<file path="config.mk">
export PLATFORM = sky130hd
export DESIGN_NAME = mdio_master
export DESIGN_NICKNAME = d
export VERILOG_FILES = /design/src/rtl/mdio_pkg.sv /design/src/rtl/mdio_ctrl.sv /design/src/rtl/mdio_datapath.sv /design/src/rtl/mdio_master.sv
export SDC_FILE = /design/constraint.sdc
export NUM_CORES = 1
export LEC_CHECK = 0
export BUFFER_PORTS_ARGS = -buffer_cell sky130_fd_sc_hd__buf_2
export CAP_MARGIN = 10
export CORE_UTILIZATION = 45
export DETAILED_ROUTE_END_ITERATION = 16
export PLACE_DENSITY = 0.73
export SYNTH_ARGS = -nofsm -noshare
export SYNTH_HDL_FRONTEND = slang
export SYNTH_HIERARCHICAL = 1
export SYNTH_SLANG_ARGS = --single-unit
</file>
<file path="constraint.sdc">
create_clock -name clk -period 5.05 [get_ports clk]
set_input_delay 0 -clock clk [delete_from_list [all_inputs] [get_ports clk]]
set_output_delay 0 -clock clk [all_outputs]
set_load 0.01 [all_outputs]
</file>
<file path="src/rtl/mdio_pkg.sv">
package mdio_pkg;
  localparam int REG_ADDR_W = 6;
  localparam int REG_DATA_W = 32;
  localparam int PHASE_W    = 8;
  localparam int SAMPLE_W   = 4;
  localparam int SHI_W      = 5;
  localparam int ADR_W      = 5;
  localparam int DAT_W      = 16;
  localparam int PRE_BITS   = 32;
  localparam int HDR_BITS   = 4 + 2 * ADR_W;
  localparam int WORD_BITS  = HDR_BITS + 2 + DAT_W;
  localparam int SHIFT_BITS = PRE_BITS + WORD_BITS;
  localparam int CNT_W      = $clog2(SHIFT_BITS + 1);
  localparam int CMD_W      = 2 + 2 * ADR_W;

  localparam logic [REG_ADDR_W-1:0] OFS_CMD = 6'h00;
  localparam logic [REG_ADDR_W-1:0] OFS_WD  = 6'h08;
  localparam logic [REG_ADDR_W-1:0] OFS_RD  = 6'h10;
  localparam logic [REG_ADDR_W-1:0] OFS_CFG = 6'h18;
  localparam logic [REG_ADDR_W-1:0] OFS_EN  = 6'h20;

  localparam logic [PHASE_W-1:0] PHASE_RESET = 8'd2;

  typedef struct packed {
    logic shiftBit;
    logic captureBit;
    logic frameDone;
  } ctrlStrobes_t;
endpackage

</file>
<file path="src/rtl/mdio_ctrl.sv">
module mdio_ctrl
  import mdio_pkg::*;
(
  input  logic               clk,
  input  logic               rstN,
  input  logic               enabled,
  input  logic               startReq,
  input  logic               longFrame,
  input  logic [PHASE_W-1:0] halfPer,
  input  logic [SHI_W-1:0]   sampleDelay,
  output logic               busy,
  output logic               halfSel,
  output ctrlStrobes_t       strb
);
  localparam logic [CNT_W-1:0] BITS_LONG  = CNT_W'(SHIFT_BITS);
  localparam logic [CNT_W-1:0] BITS_SHORT = CNT_W'(WORD_BITS);

  logic [PHASE_W-1:0] cnt;
  logic [CNT_W-1:0]   bitsLeft;
  logic               armed;
  logic [SHI_W-1:0]   sCnt;
  logic               endHalf;
  logic               lastBit;

  assign endHalf = busy && (cnt == halfPer - 1'b1);
  assign lastBit = (bitsLeft == CNT_W'(1));

  always_comb begin
    strb.captureBit = busy && armed && halfSel && ((sCnt == '0) || endHalf);
    strb.shiftBit   = endHalf && halfSel && !lastBit;
    strb.frameDone  = endHalf && halfSel && lastBit;
  end

  always_ff @(posedge clk) begin
    if (!rstN || !enabled) begin
      busy     <= 1'b0;
      halfSel  <= 1'b0;
      cnt      <= '0;
      bitsLeft <= '0;
      armed    <= 1'b0;
      sCnt     <= '0;
    end else if (!busy) begin
      if (startReq) begin
        busy     <= 1'b1;
        halfSel  <= 1'b0;
        cnt      <= '0;
        bitsLeft <= longFrame ? BITS_LONG : BITS_SHORT;
        armed    <= 1'b0;
      end
    end else begin
      cnt <= endHalf ? '0 : cnt + 1'b1;
      if (strb.captureBit) begin
        armed <= 1'b0;
      end else if (armed) begin
        sCnt <= sCnt - 1'b1;
      end
      if (endHalf && !halfSel) begin
        halfSel <= 1'b1;
        armed   <= 1'b1;
        sCnt    <= sampleDelay;
      end
      if (endHalf && halfSel) begin
        halfSel <= 1'b0;
        if (lastBit) busy <= 1'b0;
        else bitsLeft <= bitsLeft - 1'b1;
      end
    end
  end
endmodule

</file>
<file path="src/rtl/mdio_datapath.sv">
module mdio_datapath
  import mdio_pkg::*;
(
  input  logic                  clk,
  input  logic                  rstN,
  input  logic [REG_ADDR_W-1:0] regAddr,
  input  logic                  regWr,
  input  logic [REG_DATA_W-1:0] regWrData,
  output logic [REG_DATA_W-1:0] regRdData,
  input  logic                  mdioIn,
  input  ctrlStrobes_t          strb,
  input  logic                  busy,
  output logic                  startReq,
  output logic                  longFrame,
  output logic [PHASE_W-1:0]    halfPer,
  output logic [SHI_W-1:0]      sampleDelay,
  output logic                  enBit,
  output logic                  cfgIdle,
  output logic                  cfgC45,
  output logic                  wrPend,
  output logic                  rdPend,
  output logic                  rdVal,
  output logic [CMD_W-1:0]      cmdWord,
  output logic                  mdioOut,
  output logic                  mdioOe
);
  logic [ADR_W-1:0]    cmdPhy, cmdRga;
  logic [1:0]          cmdOp;
  logic [DAT_W-1:0]    wrData, rdData, rdShift, rdNext;
  logic                wrVal;
  logic [PHASE_W-1:0]  cfgPhase;
  logic [SAMPLE_W-1:0] cfgSample;
  logic [SHI_W-1:0]    cfgShi;
  logic                cfgPre, cfgSmode;
  logic [SHIFT_BITS-1:0] frameReg, oeReg;
  logic                curRead;

  logic                cmdWr, isRead, opLegal;
  logic [1:0]          opIn, wireOp, startCode;
  logic [WORD_BITS-1:0] word, oeWord;
  logic                unusedWrBits;

  assign unusedWrBits = &{regWrData[31:25], regWrData[23:21], regWrData[14]};

  assign cmdWr     = regWr && (regAddr == OFS_CMD);
  assign opIn      = regWrData[17:16];
  assign isRead    = cfgC45 ? opIn[1] : (opIn == 2'd1);
  assign opLegal   = cfgC45 || !opIn[1];
  assign wireOp    = cfgC45 ? opIn : ((opIn == 2'd0) ? 2'b01 : 2'b10);
  assign startCode = cfgC45 ? 2'b00 : 2'b01;
  assign word      = {startCode, wireOp, regWrData[12:8], regWrData[4:0],
                      isRead ? 2'b11 : 2'b10,
                      isRead ? {DAT_W{1'b1}} : wrData};
  assign oeWord    = isRead ? {{HDR_BITS{1'b1}}, {(WORD_BITS - HDR_BITS){1'b0}}}
                            : {WORD_BITS{1'b1}};
  assign startReq  = cmdWr && enBit && !wrPend && !rdPend && opLegal;
  assign longFrame = cfgPre || cfgC45;
  assign halfPer   = (cfgPhase == '0) ? PHASE_W'(1) : cfgPhase;
  assign sampleDelay = cfgSmode ? cfgShi : SHI_W'(cfgSample);
  assign rdNext    = {rdShift[DAT_W-2:0], mdioIn};
  assign cmdWord   = {cmdOp, cmdPhy, cmdRga};
  assign mdioOut   = frameReg[SHIFT_BITS-1];
  assign mdioOe    = oeReg[SHIFT_BITS-1] && busy;

  always_ff @(posedge clk) begin
    if (!rstN) begin
      cmdPhy <= '0; cmdRga <= '0; cmdOp <= '0;
      wrData <= '0; wrVal <= 1'b0; wrPend <= 1'b0;
      rdData <= '0; rdVal <= 1'b0; rdPend <= 1'b0;
      cfgPhase <= PHASE_RESET; cfgSample <= '0; cfgShi <= '0;
      cfgPre <= 1'b0; cfgIdle <= 1'b0; cfgSmode <= 1'b0; cfgC45 <= 1'b0;
      enBit <= 1'b0;
      frameReg <= '0; oeReg <= '0; rdShift <= '0; curRead <= 1'b0;
    end else begin
      if (regWr && regAddr == OFS_WD) wrData <= regWrData[DAT_W-1:0];
      if (regWr && regAddr == OFS_EN) enBit <= regWrData[0];
      if (regWr && regAddr == OFS_CFG) begin
        cfgPhase  <= regWrData[7:0];
        cfgSample <= regWrData[11:8];
        cfgPre    <= regWrData[12];
        cfgIdle   <= regWrData[13];
        cfgSmode  <= regWrData[15];
        cfgShi    <= regWrData[20:16];
        cfgC45    <= regWrData[24];
      end
      if (startReq) begin
        cmdRga   <= regWrData[4:0];
        cmdPhy   <= regWrData[12:8];
        cmdOp    <= opIn;
        curRead  <= isRead;
        frameReg <= longFrame ? {{PRE_BITS{1'b1}}, word} : {word, {PRE_BITS{1'b0}}};
        oeReg    <= longFrame ? {{PRE_BITS{1'b1}}, oeWord} : {oeWord, {PRE_BITS{1'b0}}};
        if (isRead) begin
          rdPend <= 1'b1; rdVal <= 1'b0;
        end else begin
          wrPend <= 1'b1; wrVal <= 1'b0;
        end
      end
      if (strb.shiftBit) begin
        frameReg <= frameReg << 1;
        oeReg    <= oeReg << 1;
      end
      if (strb.captureBit) rdShift <= rdNext;
      if (strb.frameDone) begin
        if (curRead) begin
          rdPend <= 1'b0;
          rdVal  <= 1'b1;
          rdData <= strb.captureBit ? rdNext : rdShift;
        end else begin
          wrPend <= 1'b0;
          wrVal  <= 1'b1;
        end
      end
      if (!enBit) begin
        wrPend <= 1'b0;
        rdPend <= 1'b0;
        cfgC45 <= 1'b0;
        cfgPre <= 1'b0;
      end
    end
  end

  always_comb begin
    case (regAddr)
      OFS_CMD: regRdData = {14'b0, cmdOp, 3'b0, cmdPhy, 3'b0, cmdRga};
      OFS_WD:  regRdData = {14'b0, wrPend, wrVal, wrData};
      OFS_RD:  regRdData = {14'b0, rdPend, rdVal, rdData};
      OFS_CFG: regRdData = {7'b0, cfgC45, 3'b0, cfgShi, cfgSmode, 1'b0,
                            cfgIdle, cfgPre, cfgSample, cfgPhase};
      OFS_EN:  regRdData = {31'b0, enBit};
      default: regRdData = '0;
    endcase
  end
endmodule

</file>
<file path="src/rtl/mdio_master.sv">
module mdio_master
  import mdio_pkg::*;
(
  input  logic        clk,
  input  logic        rstN,
  input  logic [5:0]  regAddr,
  input  logic        regWr,
  input  logic [31:0] regWrData,
  output logic [31:0] regRdData,
  input  logic        mdioIn,
  output logic        mdc,
  output logic        mdioOut,
  output logic        mdioOe
);
  ctrlStrobes_t       strb;
  logic               busy, halfSel, startReq, longFrame;
  logic [PHASE_W-1:0] halfPer;
  logic [SHI_W-1:0]   sampleDelay;
  logic               enBit, cfgIdle, cfgC45, wrPend, rdPend, rdVal;
  logic [CMD_W-1:0]   cmdWord;

  assign mdc = busy ? halfSel : cfgIdle;

  mdio_ctrl ctrl_i (
    .clk(clk), .rstN(rstN), .enabled(enBit), .startReq(startReq),
    .longFrame(longFrame), .halfPer(halfPer), .sampleDelay(sampleDelay),
    .busy(busy), .halfSel(halfSel), .strb(strb)
  );

  mdio_datapath dp_i (
    .clk(clk), .rstN(rstN), .regAddr(regAddr), .regWr(regWr),
    .regWrData(regWrData), .regRdData(regRdData), .mdioIn(mdioIn),
    .strb(strb), .busy(busy), .startReq(startReq), .longFrame(longFrame),
    .halfPer(halfPer), .sampleDelay(sampleDelay), .enBit(enBit),
    .cfgIdle(cfgIdle), .cfgC45(cfgC45), .wrPend(wrPend), .rdPend(rdPend),
    .rdVal(rdVal), .cmdWord(cmdWord), .mdioOut(mdioOut), .mdioOe(mdioOe)
  );
endmodule

</file>
=== Word level (Yosys, flattened, before mapping) ===
Cells that the tools add are included.

* Flip-flop bits (word level): 238
* Output and inout bits: 35
* Logic and storage cells: 144

* Add/subtract/negate cells: 4
* Equal/unequal tests: 12
* Multiplexer cells: 56
* Bitwise operators: 1
* Reductions and logical operators: 42

{| class="wikitable"
|+ Operators by type and width
! operator !! count
|-
| 2-to-1 mux 64 bit || 6
|-
| one-hot mux 25 bit (5 select lines) || 1
|-
| 2-to-1 mux 7 bit || 5
|-
| 2-to-1 mux 16 bit || 2
|-
| 2-to-1 mux 8 bit || 4
|-
| 2-to-1 mux 1 bit || 31
|-
| 2-to-1 mux 5 bit || 4
|-
| 2-to-1 mux 18 bit || 1
|-
| logical AND 1 bit || 17
|-
| == test 6 x 5 -> 1 bit, second input constant || 2
|-
| adder 8 x 1 -> 8 bit, second input constant || 1
|-
| == test 8 bit || 1
|-
| zero test 8 bit || 1
|-
| AND reduction 2 bit || 4
|-
| subtractor 8 x 1 -> 8 bit, second input constant || 1
|-
| == test 7 x 1 -> 1 bit, second input constant || 1
|-
| zero test 1 bit || 7
|-
| subtractor 7 x 1 -> 7 bit, second input constant || 1
|-
| == test 6 x 4 -> 1 bit, second input constant || 1
|-
| == test 6 bit, second input constant || 1
|-
| zero test 6 bit || 1
|-
| inequality test 2 bit, second input constant || 3
|-
| inequality test 3 bit, second input constant || 2
|-
| AND reduction 3 bit || 2
|-
| 9 further kinds || 15
|}

=== Depth between registers and ports, before layout ===
Gate-level depths: netlist (run 1).

* Depth after elaboration: 10
* Gate-level depth with buffers: 18
* Mapped depth without buffers: 14

=== By module ===
Netlist (run 1), hierarchy kept.

{| class="wikitable"
|+ By module, submodules not included
! module !! instances !! cells each !! area an instance (sq um) !! sequential area each (sq um)
|-
| mdio_datapath || 1 || 1,059 || 8,794.7 || 4,304.1
|-
| mdio_ctrl || 1 || 196 || 1,596.5 || 460.4
|-
| mdio_master || 1 || 1 || 15.0 || 0.0
|}

=== Worst setup path before layout (run 1) ===
OpenSTA, ideal clock, no wires.

* Path type: register -> register
* From: register dp_i.cfgPhase[2]
* To: register dp_i.frameReg[18]
* Setup time: 0.122 ns
* Data arrival time: 3.226 ns
* Required time: 4.928 ns
* Path slack: 1.702 ns
* Cell stages (with the launch flop): 16
* Path buffers: 3
* Cells stage by stage: dfxtp_1 nor3_1 a21o_1 or4_4 a2111oi_4 nor3b_2 nor3_2 buf_6 nand3_4 inv_1 clkbuf_1 nand2b_1 nor2_1 and4_1 buf_2 a221o_1

{| class="wikitable"
|+ RTL lines
! what !! RTL line !! RTL
|-
| from (decl) || mdio_datapath.sv:31 || <nowiki>logic [PHASE_W-1:0] cfgPhase;</nowiki>
|-
| from (signal assigned) || mdio_datapath.sv:78 || <nowiki>cfgPhase <= regWrData[7:0];</nowiki>
|-
| to (signal assigned) || mdio_datapath.sv:91 || <nowiki>frameReg <= longFrame ? {{PRE_BITS{1'b1}}, word} : {word, {PRE_BITS{1'b0}}};</nowiki>
|-
| to (signal assigned) || mdio_datapath.sv:100 || <nowiki>frameReg <= frameReg << 1;</nowiki>
|-
| to (decl) || mdio_datapath.sv:35 || <nowiki>logic [SHIFT_BITS-1:0] frameReg, oeReg;</nowiki>
|}

==> flow_metrics.tcl, run 1 <==
set metrics [dict create \
    mostFrequentLayoutCells "dfxtp_1 (238), nand2_1 (217), o21ai_0 (82), nor2_1 (72), a21oi_1 (72)" \
    cts_sinks 238 \
    die_w_um 154 \
    seq_area_frac_synth_pct 45.8 \
    r2r_cells 12 \
    period_needed_ns 4.39 \
    n_antenna_cell 0 \
    end_kind "flop" \
    row_count 55 \
    clock-root-buffer "clkbuf_16" \
    syn_area_per_cell_um2 8.29 \
    htreeDepth 1 \
    maxCapViolCount 0 \
    core_area_um2 22600 \
    startpoint_type "flop" \
    hold_end "dp_i/wrData[1]" \
    min_path_type "in2reg" \
    first_global_vias 8393 \
    status "finished, final reports clean" \
    clk_latency_ns 0.53 \
    reg2reg_from "dp_i/cfgPhase[2]" \
    cts_tree "built" \
    gp_congestion 0.843 \
    ys.flop_type "dfxtp_1" \
    async_flop_share_pct 0 \
    finalHoldViolCount 0 \
    drt_first_pass_iters 6 \
    fin_skew_ns 0.0153 \
    grt_pass1_wl_um 42700 \
    fin_worst_hold_slack_ns 0.0709 \
    drtIter0Drc 898 \
    whs_path_depth 4 \
    port-buffer-count 56 \
    fillerInstances 2039 \
    tightest_slew_ns 1.15 \
    avgViaCountPerCell 5.83 \
    die_area_um2 23700 \
    path_max_fanout 69 \
    nets 1320 \
    max_freq_mhz 228 \
    synth_edf_count 0 \
    cpPeakStageDelay_ns 0.60 \
    crit_arrival_ns 4.85 \
    syn_inst 1256 \
    crit_type "reg2reg" \
    hpwlAfterDp_um 16200 \
    drc 0 \
    syn_to_final_growth_pct 14.1 \
    ant_nets 0 \
    tns_ns 0 \
    via_count 9194 \
    synth-seq-cells 238 \
    pwr-share-comb_pct 2.9 \
    clkTransAtPathRegs_ns 0.06 \
    switching_share_pct 20.9 \
    synthDistinctLibCells 73 \
    drive_gt1_share_pct 11.5 \
    rsz0062_at_grt "false" \
    drv_slew 0 \
    p_int_uw 3170 \
    syn-cell-area_um2 10400 \
    slew_headroom_pct 22.4 \
    antenna_found_initial 0 \
    grt_overflow 0 \
    crit_chain "nor3_1 -> a21o_1 -> or4_4 -> a2111oi_4 -> nor3b_2 -> nor3_2 -> nand3_4 -> inv_1 -> inv_2 -> nor2_4 -> buf_4 -> a221o_1" \
    initial_utilization_pct 46.0 \
    wirelength_um 26000 \
    reg2reg_to "dp_i/frameReg[20]" \
    multiInputGateArea_um2 5020 \
    crit_slowest_cell "buf_4" \
    p_per_area_nw_per_um2 337 \
    grt_max_degree 86 \
    holdCritStartpoint "regWr" \
    power_leakage_uw 0.00431 \
    die_h_um 154 \
    setup_viol 0 \
    synth_warnings 6 \
    required_ns 5.52 \
    finalCritPeriodShare_pct 86.9 \
    io_pins 77 \
    cts_buffers 25 \
    cts_max_path_buffers 3 \
    wl_per_cell_um 16.5 \
    power_frac_seq_pct 46.9 \
    power_switching_uw 835 \
    reg2reg_slack_ns 0.66 \
    vdd_drop_max_uv 259 \
    mostFrequentLayoutCell "dfxtp_1" \
    register_area_um2 4760 \
    grt_use_total_pct 21.7 \
    p_clk_share_pct 50.2 \
]
-- final cells by class --
type                    instances  share of cell area [%]
well taps                     285                    3.00
multi-input cells             870                    42.3
clock buffers                  34                    6.06
inverters                      40                    1.27
repair buffers                 97                    5.67
clock inverters                12                    1.62
flip-flops and latches        238                    40.1
-- stage by stage --
step / worst slack [ns] / util [%] / instances / area, µm² / power (µW)
finish: 0.663 / 52.5 / 1576 / 11900 / 4010
global route: 0.298 / 52.5 / 1576 / 11900 / 4120
CTS: 0.700 / 52.3 / 1575 / 11900 / 4030
detailed placement: 0.724 / 47.2 / 1503 / 10700 / 2020
global placement: 0.816 / 47.2 / 1503 / 10700 / 2020
floorplan: 1.70 / - / 1265 / 10400 / 1980
-- worst max-delay path: cells and delay by family, from the launching register on --
| kind | cells | cell delay, ns |
|---|---|---|
| simple gates | 6 | 1.53 |
| compound gates | 3 | 0.81 |
| flops | 1 | 0.51 |
| buf+inv | 3 | 1.44 |
-- registers in the layout, summed over array words and instances (netlist names), 2 cells and up --
signal / count
dp_i/frameReg: 64
dp_i/oeReg: 64
dp_i/rdData: 16
dp_i/rdShift: 16
dp_i/wrData: 16
ctrl_i/cnt: 8
dp_i/cfgPhase: 8
ctrl_i/bitsLeft: 7
ctrl_i/sCnt: 5
dp_i/cfgShi: 5
dp_i/cmdPhy: 5
dp_i/cmdRga: 5
dp_i/cfgSample: 4
dp_i/cmdOp: 2
-- cell families (layout without fill, tap and decap cells) --
| group | after synthesis | in the layout | synth area share [%] |
|---|---|---|---|
| AO/OA/AOI/OAI | 339 | 339 | 21.4 |
| XOR/XNOR | 8 | 8 | 0.673 |
| adder cells (fa/ha/maj) | 6 | 6 | 0.721 |
| buffers and inverters | 157 | 183 | 6.59 |
| flip-flops | 238 | 238 | 45.8 |
| multiplexers | 27 | 27 | 2.69 |
| other | 1 | 10 | 0.0360 |
| AND/OR/NAND/NOR | 480 | 480 | 22.1 |
-- how the worst max path moves through the flow --
stage | start | slack [ns] | end | cells after the start
floorplan | dp_i/cfgPhase[2] | 1.70 | dp_i/frameReg[18] | 15
global placement | dp_i/cfgPhase[2] | 0.82 | dp_i/frameReg[20] | 12
detailed placement | dp_i/cfgPhase[2] | 0.72 | dp_i/frameReg[29] | 13
CTS | dp_i/cfgPhase[2] | 0.70 | dp_i/frameReg[29] | 13
global route | dp_i/cfgPhase[2] | 0.30 | dp_i/frameReg[8] | 15
finish | dp_i/cfgPhase[2] | 0.66 | dp_i/frameReg[20] | 12
-- Yosys cell counts (17+ instances only) --
library cell | number | area (µm²)
dfxtp_1 | 238 | 4760
nand2_1 | 217 | 815
o21ai_0 | 82 | 410
nor2_1 | 74 | 278
a21oi_1 | 72 | 360
clkbuf_1 | 70 | 263
nand3_1 | 64 | 320
a31oi_1 | 52 | 325
inv_1 | 38 | 143
and2_1 | 37 | 231
a211oi_1 | 32 | 240
buf_2 | 28 | 140
mux2i_1 | 22 | 220
o211ai_1 | 21 | 158
or3_1 | 20 | 125
a222oi_1 | 17 | 170
-- timing repair --
item,in CTS,in global routing
setup buffers,0,0
gates resized for setup,0,0
hold buffers,26,0
hold endpoints to repair,86,0
-- power by group through the flow --
stage,Clock (µW),Combinational (µW),Sequential [µW]
global placement,0,96.6,1920
detailed placement,0,97.0,1920
CTS,2040,112,1880
floorplan,0,62.5,1920
finish,2010,117,1880
global route,2110,126,1880
-- metal layers --
metal  part of all wire (%)  global-route usage [%]  vias to the layer above
li1                       -                       -                     4463
met1                     44                    29.1                     4389
met2                     47                    36.4                      290
met3                    5.7                    2.40                       52
met4                    2.5                    6.95                        0
met5                      0                       0                        -
(Power assumes the default switching activity.)
==> run 2, diff against run 1 <==
Clock period 5.05 ns to 5.5 ns, I/O delays scaled along.
==> run 2 against run 1 <==
- global-route usage hardly changed
- sequential share of layout area up 0.39 points
- maximum frequency grew 5.0%
- critical path type unchanged
- combinational power down 11%
- critical path depth grew 2
- clock power down 16%
- routed wire length down 2.0%
- largest power group is now registers
- design area down 0.97%
==> flow_metrics.tcl, run 2 (synthesized netlist as in run 1, its figures left out) <==
set metrics [dict create \
    grt_overflow 0 \
    grt_max_degree 88 \
    port-buffer-count 56 \
    slew_headroom_pct 20.0 \
    cts_max_path_buffers 3 \
    min_path_type "in2reg" \
    drt_first_pass_iters 6 \
    register_area_um2 4760 \
    cts_tree "built" \
    reg_top3 "dp_i/frameReg: 64 flops, dp_i/oeReg: 64 flops" \
    worst_slack_ns 1.32 \
    cts_setup_buffers 0 \
    status "finished, final reports clean" \
    p_int_uw 2780 \
    clk_latency_ns 0.51 \
    power_leakage_uw 0.00424 \
    n_antenna_cell 0 \
    period_needed_ns 4.18 \
    vdd_drop_max_uv 226 \
    drive_gt1_share_pct 11.2 \
    rsz0062_at_grt "false" \
    cts_buffers 25 \
    mostFrequentLayoutCells "dfxtp_1 (238), nand2_1 (217), o21ai_0 (82), nor2_1 (72), a21oi_1 (72)" \
    setup_viol 0 \
    hpwlAfterDp_um 16200 \
    power_frac_seq_pct 49.1 \
    syn_to_final_growth_pct 13.0 \
    drc 0 \
    io_pins 77 \
    ant_nets 0 \
    fin_skew_ns 0.00775 \
    die_area_um2 23700 \
    maxCapViolCount 0 \
    gp_congestion 0.829 \
    via_count 9097 \
    avgViaCountPerCell 5.79 \
    initial_utilization_pct 46.0 \
    path_max_fanout 27 \
    finalCritPeriodShare_pct 76.0 \
    fillerInstances 2090 \
    first_global_vias 8320 \
    multiInputGateArea_um2 5020 \
    drv_slew 0 \
    pre_cts_ws_ns 1.37 \
    nets 1318 \
    die_h_um 154 \
    grt_use_total_pct 21.7 \
    p_clk_share_pct 48.0 \
    crit_arrival_ns 4.57 \
    antenna_found_initial 0 \
    die_w_um 154 \
    clock-root-buffer "clkbuf_16" \
    row_count 55 \
    wirelength_um 25500 \
    p_per_area_nw_per_um2 299 \
    core_area_um2 22600 \
    htreeDepth 1 \
    pwr-share-comb_pct 2.9 \
    cts_sinks 238 \
    required_ns 5.89 \
    startpoint_type "flop" \
    wl_per_cell_um 16.2 \
    mostFrequentLayoutCell "dfxtp_1" \
    grt_pass1_wl_um 42600 \
    tns_ns 0 \
    tightest_slew_ns 1.18 \
    power_switching_uw 742 \
    drtIter0Drc 982 \
    end_kind "flop" \
    switching_share_pct 21.1 \
    crit_type "reg2reg" \
    clkTransAtPathRegs_ns 0.06 \
    finalHoldViolCount 0 \
    max_freq_mhz 239 \
]
[run 2: cell types whose count changed in the layout (fill, tap and decap cells not counted), sizes merged]
cell      previous run  this run
clkbuf              34        36
bufinv               5         2
clkinvlp             0         2
inv                 41        39
clkinv               6         5
buf                 71        69
[run 2: worst max-delay path, cell delays in order, from the launching register on]
cell and delay [ns]:
dfxtp_1 0.49, nor3_1 0.10, a21o_1 0.25, or4_4 0.54, a2111oi_4 0.30, nor3b_2 0.12
nor3_2 0.19, buf_4 0.22, nand3_4 0.14, inv_1 0.17, nand2b_1 0.51, a41oi_4 0.22
buf_4 0.37, and2_1 0.18, a221o_1 0.26
[run 2: through the flow]
step,hold WS [ns],utilization [%],power (µW),std cells,cell area [µm²]
final,0.139,52.0,3520,1572,11800
after CTS,0.135,52.0,3550,1572,11800
after floorplan,0.138,-,1820,1265,10400
after detailed placement,0.265,47.1,1850,1502,10700
after global placement,0.257,47.1,1850,1502,10700
after global routing,0.169,52.0,3630,1572,11800
[run 2: path summary, 6_finish.rpt]
check	start	end	slack [ns]	cells past startpoint
setup / recovery	dp_i/cfgPhase[2]	dp_i/frameReg[20]	1.32	14
hold / removal	regWr	dp_i/wrData[3]	0.14	3
setup reg to reg	dp_i/cfgPhase[2]	dp_i/frameReg[20]	1.32	14
hold reg to reg	dp_i/cmdRga[3]	dp_i/cmdRga[3]	0.45	2
[run 2: cell type report]
| type | count | area share (%) |
|---|---|---|
| clock inverter | 8 | 0.808 |
| timing repair buffer | 95 | 5.42 |
| inverter | 40 | 1.29 |
| sequential | 238 | 40.5 |
| multi-input combinational | 870 | 42.7 |
| clock buffer | 36 | 6.27 |
| tap | 285 | 3.03 |
[run 2: power groups by stage]
stage	Combinational, µW	Sequential (µW)	Clock, µW
final	104	1730	1690
after global routing	113	1730	1790
after CTS	103	1730	1720
after detailed placement	88.9	1760	0
after global placement	88.4	1760	0
after floorplan	57.4	1760	0
[run 2: repair_timing]
item,4_1_cts,5_1_grt
hold buffers,26,0
resized for setup,0,0
endpoints found under the hold margin,81,0
[run 2: routing by layer]
layer  wire (µm)  GRT usage, %  vias up
met1       11300          29.8     4298
met5           0             0        -
li1            -             -     4448
met2       11900          35.7      306
met4         569          6.62        0
met3        1750          2.37       45
